`config.mk`:
```
export PLATFORM = sky130hd
export DESIGN_NAME = dpll_mode_core
export DESIGN_NICKNAME = d
export VERILOG_FILES = /design/src/rtl/dpll_pkg.sv /design/src/rtl/dpll_slope_limit.sv /design/src/rtl/dpll_mode_sel.sv /design/src/rtl/dpll_freq_hist.sv /design/src/rtl/dpll_loop_filter.sv /design/src/rtl/dpll_mode_core.sv
export SDC_FILE = /design/constraint.sdc
export NUM_CORES = 1
export LEC_CHECK = 0
export ABC_AREA = 0
export ABC_CLOCK_PERIOD_IN_PS = 6850
export BUFFER_PORTS_ARGS = -buffer_cell sky130_fd_sc_hd__buf_2
export CAP_MARGIN = 20
export CELL_PAD_IN_SITES_DETAIL_PLACEMENT = 1
export CELL_PAD_IN_SITES_GLOBAL_PLACEMENT = 2
export CORE_ASPECT_RATIO = 0.5
export CORE_MARGIN = 2
export CORE_UTILIZATION = 39
export DETAILED_ROUTE_END_ITERATION = 12
export GPL_ROUTABILITY_DRIVEN = 0
export HOLD_SLACK_MARGIN = 0.06
export PLACE_DENSITY_LB_ADDON = 0.15
export SYNTH_ARGS = -nofsm -noshare
export SYNTH_HDL_FRONTEND = slang
export SYNTH_SLANG_ARGS = --single-unit
export TNS_END_PERCENT = 1
```
`constraint.sdc`:
```
create_clock -name clk_i -period 6.85 [get_ports clk_i]
set_input_delay 0.3425 -clock clk_i [delete_from_list [all_inputs] [get_ports clk_i]]
set_output_delay 0.3425 -clock clk_i [all_outputs]
set_load 0.1 [all_outputs]
```
`src/rtl/dpll_pkg.sv`:
```
package dpll_pkg;
  typedef enum logic [1:0] {
    MODE_NORMAL = 2'd0,
    MODE_HOLD   = 2'd1,
    MODE_FREE   = 2'd2
  } mode_e;
endpackage

```
`src/rtl/dpll_slope_limit.sv`:
```
module dpll_slope_limit #(
  parameter int ERR_W    = 16,
  parameter int STEP_MAX = 5
) (
  input  logic signed [ERR_W-1:0] err_i,
  output logic signed [ERR_W-1:0] lim_o
);
  localparam logic signed [ERR_W-1:0] HI = ERR_W'(STEP_MAX);
  localparam logic signed [ERR_W-1:0] LO = -HI;

  always_comb begin
    if (err_i > HI)      lim_o = HI;
    else if (err_i < LO) lim_o = LO;
    else                 lim_o = err_i;
  end
endmodule

```
`src/rtl/dpll_mode_sel.sv`:
```
module dpll_mode_sel
  import dpll_pkg::*;
(
  input  logic  clk_i,
  input  logic  rst_ni,
  input  logic  freerun_req_i,
  input  logic  hold_req_i,
  input  logic  hist_valid_i,
  output mode_e mode_o,
  output logic  enter_normal_o
);
  mode_e mode_d, mode_q;

  always_comb begin
    if (freerun_req_i)   mode_d = MODE_FREE;
    else if (hold_req_i) mode_d = hist_valid_i ? MODE_HOLD : MODE_FREE;
    else                 mode_d = MODE_NORMAL;
  end

  always_ff @(posedge clk_i or negedge rst_ni)
    if (!rst_ni) mode_q <= MODE_FREE;
    else         mode_q <= mode_d;

  assign mode_o         = mode_q;
  assign enter_normal_o = (mode_q != MODE_NORMAL) && (mode_d == MODE_NORMAL);

  p_freerun_prio_r2: assert property (@(posedge clk_i) disable iff (!rst_ni)
    freerun_req_i |=> mode_q == MODE_FREE);
  p_hold_needs_hist_r3: assert property (@(posedge clk_i) disable iff (!rst_ni)
    (hold_req_i && !freerun_req_i && !hist_valid_i) |=> mode_q == MODE_FREE);
endmodule

```
`src/rtl/dpll_freq_hist.sv`:
```
module dpll_freq_hist #(
  parameter int FREQ_W    = 28,
  parameter int AVG_N_LOG = 2,
  parameter int GUARD     = 2
) (
  input  logic              clk_i,
  input  logic              rst_ni,
  input  logic              wr_i,
  input  logic [FREQ_W-1:0] sample_i,
  output logic [FREQ_W-1:0] avg_o,
  output logic              valid_o
);
  localparam int AVG_N = 1 << AVG_N_LOG;
  localparam int DEPTH = GUARD + AVG_N;
  localparam int CNT_W = $clog2(DEPTH + 1);
  localparam int SUM_W = FREQ_W + AVG_N_LOG;

  logic [FREQ_W-1:0] dl_q [DEPTH];
  logic [CNT_W-1:0]  fill_q;
  logic [SUM_W-1:0]  sum;

  always_ff @(posedge clk_i or negedge rst_ni)
    if (!rst_ni) dl_q[0] <= '0;
    else if (wr_i) dl_q[0] <= sample_i;

  for (genvar k = 1; k < DEPTH; k++) begin : g_tap
    always_ff @(posedge clk_i or negedge rst_ni)
      if (!rst_ni) dl_q[k] <= '0;
      else if (wr_i) dl_q[k] <= dl_q[k-1];
  end

  always_ff @(posedge clk_i or negedge rst_ni)
    if (!rst_ni) fill_q <= '0;
    else if (wr_i && fill_q != CNT_W'(DEPTH)) fill_q <= fill_q + 1'b1;

  // newest GUARD taps skipped: they carry the switching transient
  always_comb begin
    sum = '0;
    for (int k = GUARD; k < DEPTH; k++) sum = sum + SUM_W'(dl_q[k]);
  end

  assign avg_o   = FREQ_W'(sum >> AVG_N_LOG);
  assign valid_o = (fill_q == CNT_W'(DEPTH));

  p_hist_frozen_r10: assert property (@(posedge clk_i) disable iff (!rst_ni)
    !wr_i |=> $stable(sum));
endmodule

```
`src/rtl/dpll_loop_filter.sv`:
```
module dpll_loop_filter
  import dpll_pkg::*;
#(
  parameter int                ERR_W    = 16,
  parameter int                FREQ_W   = 28,
  parameter int                KP_SHIFT = 4,
  parameter int                KI_SHIFT = 1,
  parameter logic [FREQ_W-1:0] NOMINAL  = FREQ_W'(1) << (FREQ_W - 1)
) (
  input  logic                    clk_i,
  input  logic                    rst_ni,
  input  mode_e                   mode_i,
  input  logic                    tick_i,
  input  logic                    preload_i,
  input  logic signed [ERR_W-1:0] lim_i,
  input  logic [FREQ_W-1:0]       hold_avg_i,
  output logic [FREQ_W-1:0]       freq_o
);
  logic [FREQ_W-1:0] integ_q, freq_q, lim_ext, integ_nx, prop;

  assign lim_ext  = {{(FREQ_W-ERR_W){lim_i[ERR_W-1]}}, lim_i};
  assign integ_nx = integ_q + (lim_ext << KI_SHIFT);
  assign prop     = lim_ext << KP_SHIFT;

  always_ff @(posedge clk_i or negedge rst_ni)
    if (!rst_ni)                                  integ_q <= NOMINAL;
    else if (preload_i)                           integ_q <= freq_q;
    else if (mode_i == MODE_NORMAL && tick_i)     integ_q <= integ_nx;

  always_ff @(posedge clk_i or negedge rst_ni)
    if (!rst_ni) freq_q <= NOMINAL;
    else begin
      unique case (mode_i)
        MODE_NORMAL: if (tick_i) freq_q <= integ_nx + prop;
        MODE_HOLD:   freq_q <= hold_avg_i;
        default:     freq_q <= NOMINAL;
      endcase
    end

  assign freq_o = freq_q;

  p_no_tick_stable_r6: assert property (@(posedge clk_i) disable iff (!rst_ni)
    (mode_i == MODE_NORMAL && !tick_i) |=> $stable(freq_q));
  p_free_nominal_r8: assert property (@(posedge clk_i) disable iff (!rst_ni)
    (mode_i == MODE_FREE) |=> freq_q == NOMINAL);
  p_integ_frozen_r10: assert property (@(posedge clk_i) disable iff (!rst_ni)
    (mode_i != MODE_NORMAL && !preload_i) |=> $stable(integ_q));
endmodule

```
`src/rtl/dpll_mode_core.sv`:
```
module dpll_mode_core
  import dpll_pkg::*;
#(
  parameter int                ERR_W     = 16,
  parameter int                FREQ_W    = 28,
  parameter int                STEP_MAX  = 5,
  parameter int                KP_SHIFT  = 4,
  parameter int                KI_SHIFT  = 1,
  parameter int                AVG_N_LOG = 2,
  parameter int                GUARD     = 2,
  parameter logic [FREQ_W-1:0] NOMINAL   = FREQ_W'(1) << (FREQ_W - 1)
) (
  input  logic                    clk_i,
  input  logic                    rst_ni,
  input  logic                    frame_tick_i,
  input  logic signed [ERR_W-1:0] phase_err_i,
  input  logic                    freerun_req_i,
  input  logic                    ref_switch_i,
  input  logic                    impair_i,
  output logic [FREQ_W-1:0]       freq_word_o,
  output logic [1:0]              mode_o
);
  logic signed [ERR_W-1:0] lim;
  logic [FREQ_W-1:0]       hold_avg, freq;
  logic                    hist_valid, enter_normal, hist_wr;
  mode_e                   mode;

  dpll_slope_limit #(.ERR_W(ERR_W), .STEP_MAX(STEP_MAX)) u_lim (
    .err_i(phase_err_i), .lim_o(lim));

  dpll_mode_sel u_mode (
    .clk_i, .rst_ni,
    .freerun_req_i,
    .hold_req_i    (ref_switch_i | impair_i),
    .hist_valid_i  (hist_valid),
    .mode_o        (mode),
    .enter_normal_o(enter_normal));

  assign hist_wr = (mode == MODE_NORMAL) && frame_tick_i;

  dpll_freq_hist #(.FREQ_W(FREQ_W), .AVG_N_LOG(AVG_N_LOG), .GUARD(GUARD)) u_hist (
    .clk_i, .rst_ni,
    .wr_i(hist_wr), .sample_i(freq), .avg_o(hold_avg), .valid_o(hist_valid));

  dpll_loop_filter #(.ERR_W(ERR_W), .FREQ_W(FREQ_W), .KP_SHIFT(KP_SHIFT),
                     .KI_SHIFT(KI_SHIFT), .NOMINAL(NOMINAL)) u_filt (
    .clk_i, .rst_ni,
    .mode_i(mode), .tick_i(frame_tick_i), .preload_i(enter_normal),
    .lim_i(lim), .hold_avg_i(hold_avg), .freq_o(freq));

  assign freq_word_o = freq;
  assign mode_o      = mode;

  p_lim_bound_r4: assert property (@(posedge clk_i) disable iff (!rst_ni)
    (lim <= ERR_W'(STEP_MAX)) && (lim >= -ERR_W'(STEP_MAX)));
  p_hold_valid_r3: assert property (@(posedge clk_i) disable iff (!rst_ni)
    (mode == MODE_HOLD) |-> hist_valid);
endmodule

```
Yosys cells after proc, flatten, opt, wreduce, memory -nomap -nowiden:

Index checks and enable logic that the tools add are counted.
Widths: inputs -> output; s select.

* register bits: 229
* input bits: 22

* add/subtract/negate cells: 6
* order comparisons: 2
* eq/ne operators: 4
* muxes and demuxes: 9
* bitwise logic cells: 1
* reductions and logical operators: 7

Operators with widths (count)
* $mux 28: 3
* $add 30x28->30: 2
* $add 28x28->28: 2
* $pmux 28 s2: 1
* $mux 16: 2
* $add 28x28->29: 1
* $gt 16x4->1 const B: 1
* $lt 16x4->1 const B: 1
* $mux 2: 3
* $logic_not 2->1: 2
* $reduce_bool 2->1: 2
* $add 3x1->3 const B: 1
* $eq 3x3->1 const B: 1
* $logic_and 1x1->1: 3
* $ne 3x3->1 const B: 1
* $eq 2x1->1 const B: 1
* $ne 2x2->1 const B: 1
* $or 1x1->1: 1

Longest topological paths before layout:

Gate-level depths: netlist (run 1).

* word-level depth: 7
* gate-level depth with buffers: 33
* gate-level depth less buffers: 30

Hierarchy:

Synthesis (run 1) repeated with hierarchy kept, for this count alone.

* cell total of the unflattened synthesis: 1504
* area, all modules: 15303.4 µm²

Modules (own cells, without submodules)
* dpll_freq_hist: times used 1, cells an instance 835, area each 9838.2 µm², sequential area each 4279.1 µm²
* dpll_loop_filter: times used 1, cells an instance 614, area each 5123.7 µm², sequential area each 1403.8 µm²
* dpll_slope_limit: times used 1, cells an instance 45, area each 239.0 µm², sequential area each 0.0 µm²
* dpll_mode_sel: times used 1, cells an instance 8, area each 83.8 µm², sequential area each 51.3 µm²
* dpll_mode_core: times used 1, cells an instance 2, area each 18.8 µm², sequential area each 0.0 µm²

Worst setup path before layout (run 1):

Ideal clock, no wire load.

* path type: input to register
* from: input port phase_err_i[5]
* to: register u_filt.freq_q[24], in the netlist u_filt.freq_o[24]
* setup time: 0.070 ns
* arrival: 6.784 ns
* setup slack: -0.005 ns
* stages on the path: 31
* path buffers: 5
* cell sequence: clkbuf_1 nand3_1 or4_1 ha_1 clkbuf_1 clkbuf_1 clkbuf_1 or3_1 ha_1 maj3_1 a221o_1 a31oi_1 o32ai_4 o221a_2 o41a_1 o21a_1 nor2_1 xnor2_1 ha_1 clkbuf_1 nand2_1 o21bai_1 and2_1 nor2_1 nor2b_1 nor2_1 nor2b_1 nor2_1 o31a_1 or4b_1 nand3_1

* longest elaborated chain between the ends: 7
* elaborated cells between the ends (all ways): 8
* those cells by class: add/sub: 2; order compare: 2; mux: 4

RTL lines
* start, declared: line dpll_mode_core.sv:16 `input logic signed [ERR_W-1:0] phase_err_i,`
* $lt 16x4->1: line dpll_slope_limit.sv:13 `else if (err_i < LO) lim_o = LO;`
* $mux 16: line dpll_slope_limit.sv:13
* $mux 16 *: line dpll_slope_limit.sv:12 `if (err_i > HI) lim_o = HI;`
* $add 28x28->28: line dpll_loop_filter.sv:22 `assign integ_nx = integ_q + (lim_ext << KI_SHIFT);`
* $add 28x28->28 *: line dpll_loop_filter.sv:34 `MODE_NORMAL: if (tick_i) freq_q <= integ_nx + prop;`
* $mux 28 *: line dpll_loop_filter.sv:34
* $pmux 28 s2 *: line dpll_loop_filter.sv:33 `unique case (mode_i)`
* end signal, assigned: line dpll_loop_filter.sv:34
* end signal, assigned: line dpll_loop_filter.sv:35 `MODE_HOLD: freq_q <= hold_avg_i;`
* end, declared: line dpll_loop_filter.sv:19 `logic [FREQ_W-1:0] integ_q, freq_q, lim_ext, integ_nx, prop;`

Mark *: on every way between the ends. The rest lies on a longest branch, timed or not. The select of a mux whose other input is x is not followed.
A chain may end at the register's enable or synchronous reset.

Worst setup path in the final report (run 1):

* from: input port phase_err_i[11]
* to: register u_filt.freq_q[27], in the netlist u_filt.freq_o[27]

The elaborated chain is that of the path after synthesis.

==> out/results.txt, run 1 <==
outcome -> finished clean
CP Class -> input pin to register
H-tree Lvls -> 1
TritonCTS buffer count -> 24
Mapped Cells -> 1713
Final Cell Area -> 16400 um2
Post-CTS Repair Setup Buffers -> 0
Initial Utilization -> 0.395
Top FF cell, synth -> dfrtp_1
Post-layout nets -> 1880
die width -> 279 um
maxcap violations -> 0
Critical Path Start Type -> input pin
hold_ws -> 0.105 ns
pin count of the biggest net entering global routing -> 164
final setup vio count -> 0
Slew @ Worst Pin -> 0.913 ns
clock tree buffer depth -> 3
RSZ-0062 raised after global routing -> false
VDD IR max -> 0.170 mV
global-route usage over all layers -> 0.233
initial antenna violation count -> 0
DR vias/cell -> 5.56
Post-Synth XOR/XNOR Area -> 0.0382
Psw -> 2.76 mW
# diodes -> 0
FF-to-FF path depth -> 17
Avg Inst Size Synth -> 8.61 um2
DRT iter0 DRCs -> 751
Pint -> 3.49 mW
Sw Ratio -> 0.442
ys async rst share -> 1.00
Final period util -> 0.928
placed inst area -> 15500 um2
area delta synth->final -> 11.2%
wl on met1 -> 24600 um
largest family of logic cells by synthesized area -> simple AND/OR/NAND/NOR gates
Multi-input gate area -> 8660 um2
Filler cells -> 4413
Clock Root Buffer -> clkbuf_16
core area -> 37300 um2
flop-to-flop setup slack -> 1.40 ns
max-slew violation count -> 0
drt drc -> 0
first-pass GRT wire length -> 73200 um
Synth cell types -> 89
Clock Power Share -> 0.222
register area -> 5730 um2
clk_lat worst skew -> 0.57 ns
# rows -> 50
HPWL Detailed -> 33300 um
worst r2r dst -> u_filt.freq_o[27]
top layer in use -> met4
wire length on met3 -> 1420 um
Synthesized Nets -> 1858
skew final -> 0.0344 ns
synthesized area -> 14800 um2
mux contribution to synthesized area -> 0.0113
CTS tree -> yes
Arrival @ worst endpoint -> 6.79 ns
Synth Area in Adders -> 0.135
Final Power -> 6.24 mW
Hold Violations, Final -> 0
fraction of layout cells with a size suffix above 1 -> 0.0862
WP data required -> 7.29 ns
complex-gate fraction of the synthesized area -> 0.163
FMAX -> 157 MHz
number of instances on the worst hold path -> 3
GRT overflow -> 0
Synth Warn # -> 0
number of flops mapped to enable cells by yosys -> 0
Post-Route WL -> 45400 um
PwrDens -> 381 nW/um2
worst r2r src -> u_hist.dl_q[1]
final antenna-violating net count -> 0
Hold EP -> u_mode.mode_o[1]
clock-pin slew on the worst setup and hold paths -> 0.06 ns
I/O Buffers -> 51
Combinational Power Share -> 0.466
wire per inst -> 20.2 um
Worst setup EP type -> register
CP Max Fanout -> 8
metal2 WL -> 18700 um
register share of total power -> 0.312
Simple-Gate Fraction of Synth Area -> 0.237
num ports -> 52
hold wc startpoint -> ref_switch_i
Tightest Hold Check Type -> input pin to register
slew margin rel. -> 0.391
die footprint -> 39500 um2
via count -> 12500
Static Leak -> 8.59 nW
#FFs+latches synth -> 229
TritonCTS Sinks -> 229
chip height -> 142 um
DRT Pass-1 Iters -> 5
Seq/Total Area, Yosys -> 0.389
Tmin final -> 6.36 ns
vias in the first global route -> 12900
## layer usage
metal	track usage	vias to the layer above
li1	-	5887
met1	0.373	6382
met2	0.341	174
met3	0.0273	42
met4	0.0362	0
met5	0	-
## Yosys cell counts, types with 7 or more instances
| cell | n | area, um2 |
|---|---|---|
| a211oi_1 | 14 | 105 |
| a21o_1 | 32 | 240 |
| a21oi_1 | 77 | 385 |
| a221oi_1 | 10 | 87.6 |
| a22oi_1 | 22 | 165 |
| a31oi_1 | 15 | 93.8 |
| and2_1 | 10 | 62.6 |
| clkbuf_1 | 70 | 263 |
| dfrtp_1 | 226 | 5660 |
| fa_1 | 56 | 1120 |
| ha_1 | 67 | 838 |
| inv_1 | 24 | 90.1 |
| mux2i_1 | 11 | 110 |
| nand2_1 | 587 | 2200 |
| nand2b_1 | 13 | 81.3 |
| nand3_1 | 19 | 95.1 |
| nor2_1 | 101 | 379 |
| nor2b_1 | 23 | 144 |
| nor3_1 | 22 | 110 |
| o211ai_1 | 7 | 52.6 |
| o21a_1 | 17 | 128 |
| o21ai_0 | 55 | 275 |
| o221ai_1 | 8 | 70.1 |
| or2_2 | 10 | 62.6 |
| or3_1 | 13 | 81.3 |
| xnor2_1 | 37 | 324 |
| xor2_1 | 22 | 193 |
## area by class of cell
class                      count  share of cell area
tap                          494              0.0377
inverter                      26             0.00595
clock buffer                  36              0.0412
multi-input combinational   1381               0.528
clock inverter                 6             0.00816
sequential                   229               0.350
timing repair buffer          73              0.0293
## state kept, by name, indices dropped and copies added, names as in the netlist
signal          flops
u_hist.dl_q       168
u_filt.freq_o      28
u_filt.integ_q     28
u_hist.fill_q       3
u_mode.mode_o       2
## kinds of logic after synthesis
kind of cell,count (synthesis)
AO/OA/AOI/OAI,341
adder cells (fa/ha/maj),126
flip-flops,229
AND/OR/NAND/NOR,837
buffers and inverters,103
XOR/XNOR,61
multiplexers,16
## timing repair
item	4_1_cts	5_1_grt
gates resized for setup	0	2
endpoints found under the hold margin	78	0
hold buffers	2	0
endpoints found under the setup margin	0	1
## cells in the final DEF, fill, tap and decap left out, types with 7 or more instances in the layout
cell / n
nand2_1: 586
dfrtp_1: 226
nor2_1: 99
a21oi_1: 77
ha_1: 67
fa_1: 56
o21ai_0: 54
buf_2: 50
xnor2_1: 37
a21o_1: 32
inv_1: 24
clkbuf_16: 24
nor2b_1: 23
nor3_1: 22
xor2_1: 22
a22oi_1: 22
nand3_1: 19
o21a_1: 17
buf_4: 17
a211oi_1: 14
a31oi_1: 14
or3_1: 13
nand2b_1: 13
mux2i_1: 11
and2_1: 10
a221oi_1: 10
or2_2: 10
clkbuf_1: 9
o221ai_1: 8
o211ai_1: 7
## stage by stage
step / TNS, ns / worst slack, ns / util / std cells
floorplan: 0 / 0.0941 / - / 1713
global route: 0 / 0.0640 / 0.439 / 2245
detailed placement: -0.239 / -0.0965 / 0.416 / 2199
global placement: 0 / 0.121 / 0.416 / 2199
CTS: 0 / 0.428 / 0.438 / 2243
finish: 0 / 0.495 / 0.439 / 2245
## critical path, stage by stage
cell and delay [ns]:
buf_2 0.12, and4_1 0.20, nand3_1 0.10, or4_1 0.53, ha_1 0.31, or3_1 0.41, ha_1 0.26, maj3_1 0.36
a221o_1 0.34, a31oi_2 0.27, o32ai_4 0.15, o221a_2 0.28, o41a_1 0.32, o21a_1 0.19, o21ai_2 0.18, nand2b_1 0.10
a21oi_1 0.19, xnor2_1 0.20, ha_1 0.37, and2_1 0.21, nor2_1 0.16, nor2b_1 0.08, nor2_1 0.16, nor2b_1 0.09
a211o_1 0.30, o211ai_1 0.16, a21oi_1 0.10, nor4_1 0.31
## worst max-delay path by stage
stage,from,to,cells past startpoint
final,phase_err_i[11],u_filt.freq_o[27],28
after global routing,phase_err_i[11],u_filt.freq_o[26],30
after CTS,phase_err_i[11],u_filt.freq_o[26],30
after detailed placement,phase_err_i[11],u_filt.freq_o[26],30
after global placement,phase_err_i[11],u_filt.freq_o[26],30
after floorplan,phase_err_i[5],u_filt.freq_o[24],31
## power by group through the flow
stage	sequential (mW)	clock (mW)	combinational (mW)
after CTS	1.94	1.42	2.90
after floorplan	2.00	0	1.96
after global placement	1.94	0	2.79
final	1.95	1.39	2.91
after global routing	1.99	1.47	3.21
after detailed placement	1.96	0	2.87
(Power assumes the default switching activity.)
==> inputs of run 2 (changes only) <==
ABC_AREA = 1   (was 0)
CORE_UTILIZATION = 38   (was 39)
==> out/results.txt, run 2 <==
TritonCTS buffer count -> 25 (was 24)
fin cells -> 2459 (was 2245)
pin count of the biggest net entering global routing -> 163 (was 164)
first-pass GRT wire length -> 73100 um (was 73200 um)
Max stage delay cell, worst path -> ha_1 (was or4_1)
Final period util -> 0.729 (was 0.928)
wire length on met3 -> 1250 um (was 1420 um)
clock tree buffer depth -> 3 (unchanged)
Tightest Hold Check Type -> input pin to register (unchanged)
final setup vio count -> 0 (unchanged)
largest register by flop count -> u_hist.dl_q (unchanged)
hold_ws -> 0.103 ns (was 0.105 ns)
wire per inst -> 18.3 um (was 20.2 um)
final antenna-violating net count -> 0 (unchanged)
Multi-input gate area -> 7940 um2 (was 8660 um2)
Initial Utilization -> 0.389 (was 0.395)
Arrival @ worst endpoint -> 5.44 ns (was 6.79 ns)
ys async rst share -> 1.00 (unchanged)
vias in the first global route -> 12800 (was 12900)
# diodes -> 0 (unchanged)
initial antenna violation count -> 0 (unchanged)
VDD IR max -> 0.187 mV (was 0.170 mV)
Mapped Cells -> 1885 (was 1713)
Slew @ Worst Pin -> 0.994 ns (was 0.913 ns)
I/O Buffers -> 51 (unchanged)
Clock Root Buffer -> clkbuf_16 (unchanged)
most common cell in the netlist -> nand2_1 (unchanged)
skew final -> 0.0132 ns (was 0.0344 ns)
number of flops mapped to enable cells by yosys -> 0 (unchanged)
clk_lat worst skew -> 0.57 ns (about the same)
Top FF cell, synth -> dfrtp_1 (unchanged)
Avg Inst Size Synth -> 7.77 um2 (was 8.61 um2)
num ports -> 52 (unchanged)
Hold Violations, Final -> 0 (unchanged)
H-tree Lvls -> 1 (unchanged)
fraction of layout cells with a size suffix above 1 -> 0.0959 (was 0.0862)
Synth top area share -> 0.386 (was 0.383)
CP max stage delay -> 0.41 ns (was 0.53 ns)
Static Leak -> 8.52 nW (was 8.59 nW)
Synth Warn # -> 0 (unchanged)
setup tns final -> 0 ns (unchanged)
synthesized area -> 14600 um2 (was 14800 um2)
die footprint -> 40200 um2 (was 39500 um2)
Seq/Total Area, Yosys -> 0.392 (was 0.389)
Final Cell Area -> 16400 um2 (about the same)
cell mode on critical path -> nand2_1 (was ha_1)
metal2 WL -> 17600 um (was 18700 um)
FMAX -> 200 MHz (was 157 MHz)
DRT Pass-1 Iters -> 5 (unchanged)
post-CTS sizing -> 0 (unchanged)
area leader, netlist -> dfrtp_1 (unchanged)
PwrDens -> 542 nW/um2 (was 381 nW/um2)
chip height -> 143 um (was 142 um)
RSZ-0062 raised after global routing -> false (unchanged)
TritonCTS Sinks -> 229 (unchanged)
HPWL Detailed -> 33500 um (was 33300 um)
via count -> 12400 (was 12500)
commonest non-fill, non-tap cell in the layout -> nand2_1 (unchanged)
WP data required -> 7.30 ns (was 7.29 ns)
Worst setup EP type -> register (unchanged)
Synth top cells by count -> nand2_1, dfrtp_1, inv_1 (was nand2_1, dfrtp_1, nor2_1)
die width -> 282 um (was 279 um)
core area -> 37700 um2 (was 37300 um2)
DR vias/cell -> 5.06 (was 5.56)
max-slew violation count -> 0 (unchanged)
GRT overflow -> 0 (unchanged)
# rows -> 50 (unchanged)
CP Max Fanout -> 10 (was 8)
maxcap violations -> 0 (unchanged)
slew margin rel. -> 0.338 (was 0.391)
top layer in use -> met4 (unchanged)
Inst Count DP -> 2411 (was 2199)
Critical Path Start Type -> input pin (unchanged)
most frequent cells in the layout -> nand2_1, dfrtp_1, inv_1, o21ai_0, nand3_1 (was nand2_1, dfrtp_1, nor2_1, a21oi_1, ha_1)
outcome -> finished clean (unchanged)
Post-Route WL -> 45100 um (was 45400 um)
DRT iter0 DRCs -> 931 (was 751)
CTS tree -> yes (unchanged)
Synthesized Nets -> 2030 (was 1858)
max reg flops -> 168 (unchanged)
area delta synth->final -> 11.7% (was 11.2%)
placed inst area -> 15400 um2 (was 15500 um2)
Post-layout nets -> 2066 (was 1880)
Synth cell types -> 52 (was 89)
clock-pin slew on the worst setup and hold paths -> 0.06 ns (about the same)
Final Power -> 8.86 mW (was 6.24 mW)
wl on met1 -> 25700 um (was 24600 um)
CP Class -> input pin to register (unchanged)
ranking of synthesized cells by area -> dfrtp_1, nand2_1, fa_1, ha_1, o21ai_0 (was dfrtp_1, nand2_1, fa_1, ha_1, a21oi_1)
#FFs+latches synth -> 229 (unchanged)
global-route usage over all layers -> 0.233 (about the same)
Filler cells -> 4677 (was 4413)
Tmin final -> 4.99 ns (was 6.36 ns)
drt drc -> 0 (unchanged)
register area -> 5730 um2 (unchanged)
-- run 2: repair_timing --
| action | CTS | global route |
|---|---|---|
| hold buffers | 3 | 0 |
| buffers inserted | 0 | 0 |
| endpoints found under the hold margin | 66 | 0 |
-- run 2: cell type report --
type | count | area share
sequential | 229 | 0.351
inverter | 199 | 0.0460
clock inverter | 12 | 0.0112
multi-input combinational | 1401 | 0.486
timing repair buffer | 65 | 0.0239
tap | 520 | 0.0398
clock buffer | 33 | 0.0431
-- run 2: cells by family (layout without fill, tap and decap cells) --
logic type / Yosys count / after routing / share of synthesized area
buf+inv: 255 / 309 / 0.0666
fa+ha+maj: 123 / 123 / 0.134
flops: 229 / 229 / 0.392
xor+xnor: 24 / 24 / 0.0144
simple gates: 944 / 944 / 0.274
compound gates: 310 / 310 / 0.119
-- run 2: critical path, delay by kind of cell --
family	cells	cell delay (ns)
and+or+nand+nor	24	2.93
adders and majority gates	3	1.05
AOI/OAI and AO/OA	2	0.50
buffers and inverters	6	0.47
xor gates and xnor gates	1	0.17
-- run 2: power by group --
part | leakage [nW] | switching, mW | internal (mW)
sequential | 3.05 | 0.467 | 1.88
clock | 0.442 | 0.624 | 0.881
combinational | 5.03 | 3.37 | 1.64
-- run 2: stage by stage --
step | setup slack, ns | utilization
2_1_floorplan | 2.32 | -
3_3_place_gp | 1.47 | 0.410
3_5_place_dp | 1.31 | 0.410
4_1_cts | 1.86 | 0.434
5_1_grt | 1.24 | 0.434
6_report | 1.86 | 0.434
-- run 2: routing by layer --
| layer | vias to the layer above | GRT usage |
|---|---|---|
| met5 | - | 0 |
| met4 | 0 | 0.0333 |
| met3 | 37 | 0.0262 |
| met2 | 127 | 0.326 |
| met1 | 6119 | 0.385 |
| li1 | 6163 | - |
-- run 2: worst paths after layout --
path                             startpoint           endpoint  slack, ns  cells after the start
min reg2reg                u_hist.dl_q[119]   u_hist.dl_q[119]       0.47                      2
min in group asynchronous            rst_ni  u_filt.integ_q[7]       0.30                      2
min                                impair_i   u_mode.mode_o[1]       0.10                      5
max                          phase_err_i[8]  u_filt.freq_o[23]       1.86                     36
max in group asynchronous            rst_ni   u_hist.dl_q[161]       5.13                      3
max reg2reg                  u_hist.dl_q[3]  u_filt.freq_o[22]       2.31                     21
==> inputs of run 3 (changes only) <==
ABC_AREA = 0   (was 1)
ABC_CLOCK_PERIOD_IN_PS = 5130   (was 6850)
CORE_UTILIZATION = 39   (was 38)
clock period = 5.13 ns   (was 6.85 ns; I/O delays follow)
==> out/results.txt, run 3 (synthesis gave the netlist of run 1 again) <==
die width -> 279 um (was 282 um)
register share of total power -> 0.272 (was 0.265)
CP top delay family -> compound AO/OA/AOI/OAI gates (was simple AND/OR/NAND/NOR gates)
outcome -> finished with violations (was finished clean)
CP Class -> input pin to register (unchanged)
final antenna-violating net count -> 0 (unchanged)
Final Cell Area -> 18100 um2 (was 16400 um2)
die footprint -> 39500 um2 (was 40200 um2)
final setup vio count -> 7 (was 0)
worst r2r dst -> u_filt.freq_o[27] (was u_filt.freq_o[22])
Post-Route WL -> 48800 um (was 45100 um)
core area -> 37300 um2 (was 37700 um2)
DRT Pass-1 Iters -> 5 (unchanged)
Psw -> 4.06 mW (was 4.46 mW)
Tmin final -> 5.53 ns
max reg flops -> 168 (unchanged)
slew margin rel. -> 0.304 (was 0.338)
Crit path depth -> 30 (was 36)
via count -> 13300 (was 12400)
Combinational Power Share -> 0.534 (was 0.565)
GRT overflow -> 0 (unchanged)
clk_lat worst skew -> 0.57 ns (about the same)
max-slew violation count -> 0 (unchanged)
Max stage delay cell, worst path -> or4_4 (was ha_1)
placed inst area -> 17000 um2 (was 15400 um2)
Filler cells -> 4402 (was 4677)
DR vias/cell -> 5.45 (was 5.06)
worst r2r src -> u_hist.dl_q[1] (was u_hist.dl_q[3])
crit path buf inv count -> 3 (was 6)
WP data required -> 5.55 ns (was 7.30 ns)
chip height -> 142 um (was 143 um)
Slew @ Worst Pin -> 1.04 ns (was 0.994 ns)
Setup crit end -> u_filt.freq_o[26] (was u_filt.freq_o[23])
flop-to-flop setup slack -> -0.10 ns (was 2.31 ns)
skew final -> 0.0255 ns (was 0.0132 ns)
wire per inst -> 20.0 um (was 18.3 um)
failing checks -> negative setup slack
VDD IR max -> 0.216 mV (was 0.187 mV)
initial antenna violation count -> 0 (unchanged)
Worst setup EP type -> register (unchanged)
Static Leak -> 9.59 nW (was 8.52 nW)
hold_ws -> 0.280 ns (was 0.103 ns)
final core utilization -> 0.485 (was 0.434)
Tightest Hold Check Type -> input pin to async pin (was input pin to register)
vias in the first global route -> 13900 (was 12800)
Clock Root Buffer -> clkbuf_16 (unchanged)
commonest non-fill, non-tap cell in the layout -> nand2_1 (unchanged)
Arrival @ worst endpoint -> 5.95 ns (was 5.44 ns)
Sw Ratio -> 0.428 (was 0.503)
drt drc -> 0 (unchanged)
Critical Path Start Type -> input pin (unchanged)
Initial Utilization -> 0.395 (was 0.389)
# diodes -> 0 (unchanged)
clock tree buffer depth -> 3 (unchanged)
Final period util -> 1.08
Worst Setup SP -> phase_err_i[8] (unchanged)
PwrDens -> 524 nW/um2 (was 542 nW/um2)
Hold Violations, Final -> 0 (unchanged)
CTS tree -> yes (unchanged)
I/O Buffers -> 51 (unchanged)
setup ws final -> -0.400 ns (was 1.86 ns)
num ports -> 52 (unchanged)
most frequent cells in the layout -> nand2_1, dfrtp_1, buf_4, nor2_1, a21oi_1 (was nand2_1, dfrtp_1, inv_1, o21ai_0, nand3_1)
area delta synth->final -> 22.6% (was 11.7%)
clock-pin slew on the worst setup and hold paths -> 0.07 ns (was 0.06 ns)
Clock Power Share -> 0.194 (was 0.170)
HPWL Detailed -> 35700 um (was 33500 um)
DRT iter0 DRCs -> 862 (was 931)
TritonCTS buffer count -> 24 (was 25)
largest register by flop count -> u_hist.dl_q (unchanged)
Post-layout nets -> 2070 (was 2066)
CP Max Fanout -> 3 (was 10)
CP max stage delay -> 0.53 ns (was 0.41 ns)
H-tree Lvls -> 1 (unchanged)
maxcap violations -> 0 (unchanged)
first-pass GRT wire length -> 79000 um (was 73100 um)
RSZ-0062 raised after global routing -> true (was false)
# rows -> 50 (unchanged)
Pint -> 5.42 mW (was 4.40 mW)
pin count of the biggest net entering global routing -> 191 (was 163)
FF-to-FF path depth -> 19 (was 21)
global-route usage over all layers -> 0.252 (was 0.233)
FMAX -> 181 MHz
fraction of layout cells with a size suffix above 1 -> 0.198 (was 0.0959)
TritonCTS Sinks -> 229 (unchanged)
run 3: cell count changes in the layout (fill, tap and decap cells not counted), sizes merged, moves of 21 or more:
cell | before | now
nand3 | 109 | 19
nand2 | 696 | 587
nor2b | 0 | 23
a21o | 5 | 32
inv | 198 | 27
a22oi | 2 | 23
buf | 62 | 258
o21ai | 157 | 60
xnor2 | 6 | 37
run 3: worst reg2reg max path, delay by kind of cell, from the launching register on:
family | cells | cell delay [ns]
flip-flops | 1 | 0.40
buffers and inverters | 2 | 0.42
AO/OA/AOI/OAI | 9 | 2.48
AND/OR/NAND/NOR | 5 | 0.38
adder cells (fa/ha/maj) | 3 | 1.45
run 3: how the worst min path moves through the flow:
stage	startpoint	cells past startpoint	endpoint	slack (ns)
after global routing	rst_ni	2	u_hist.dl_q[19]	0.34
after CTS	frame_tick_i	3	u_filt.freq_o[11]	0.30
after global placement	rst_ni	1	u_hist.dl_q[47]	0.34
after detailed placement	rst_ni	1	u_hist.dl_q[19]	0.36
after floorplan	rst_ni	0	u_filt.freq_o[0]	-0.04
final	rst_ni	2	u_hist.dl_q[47]	0.28
run 3: per-layer routing:
layer  routed length (um)  up-vias  GRT usage
li1                     -     6263          -
met1                25600     6734      0.396
met2                19900      249      0.366
met3                 2470       45     0.0413
met4                  770        0     0.0410
met5                    0        -          0
run 3: cell type report:
type / count / area, um2 / share of cell area
clock buffer: 34 / 668 / 0.0369
timing repair buffer: 263 / 1920 / 0.106
clock inverter: 10 / 135 / 0.00747
sequential: 229 / 5730 / 0.317
inverter: 26 / 97.6 / 0.00539
tap: 494 / 618 / 0.0342
multi-input combinational: 1381 / 8920 / 0.493
run 3: metrics by stage:
step	setup TNS [ns]	setup WS [ns]	std cells	power, mW
after floorplan	-10.71	-1.22	1713	5.33
after global placement	-12.39	-1.12	2384	7.23
after detailed placement	-14.36	-1.26	2384	7.40
after CTS	-1.88	-0.342	2436	9.42
after global routing	-4.29	-0.599	2437	10.1
final	-2.10	-0.400	2437	9.48
run 3: what timing repair did:
| action | 4_1_cts | 5_1_grt |
|---|---|---|
| hold buffers | 5 | 0 |
| gates resized for setup | 26 | 23 |
| hold endpoints to repair | 98 | 0 |
| pin swaps | 29 | 5 |
| buffers inserted | 3 | 1 |
| setup endpoints to repair | 12 | 16 |
| cloned | 0 | 0 |
run 3: power by group through the flow:
| stage | Combinational, mW | Clock (mW) | Sequential, mW |
|---|---|---|---|
| floorplan | 2.65 | 0 | 2.68 |
| global placement | 4.65 | 0 | 2.58 |
| detailed placement | 4.80 | 0 | 2.60 |
| CTS | 4.96 | 1.88 | 2.58 |
| global route | 5.54 | 1.96 | 2.63 |
| finish | 5.06 | 1.84 | 2.58 |
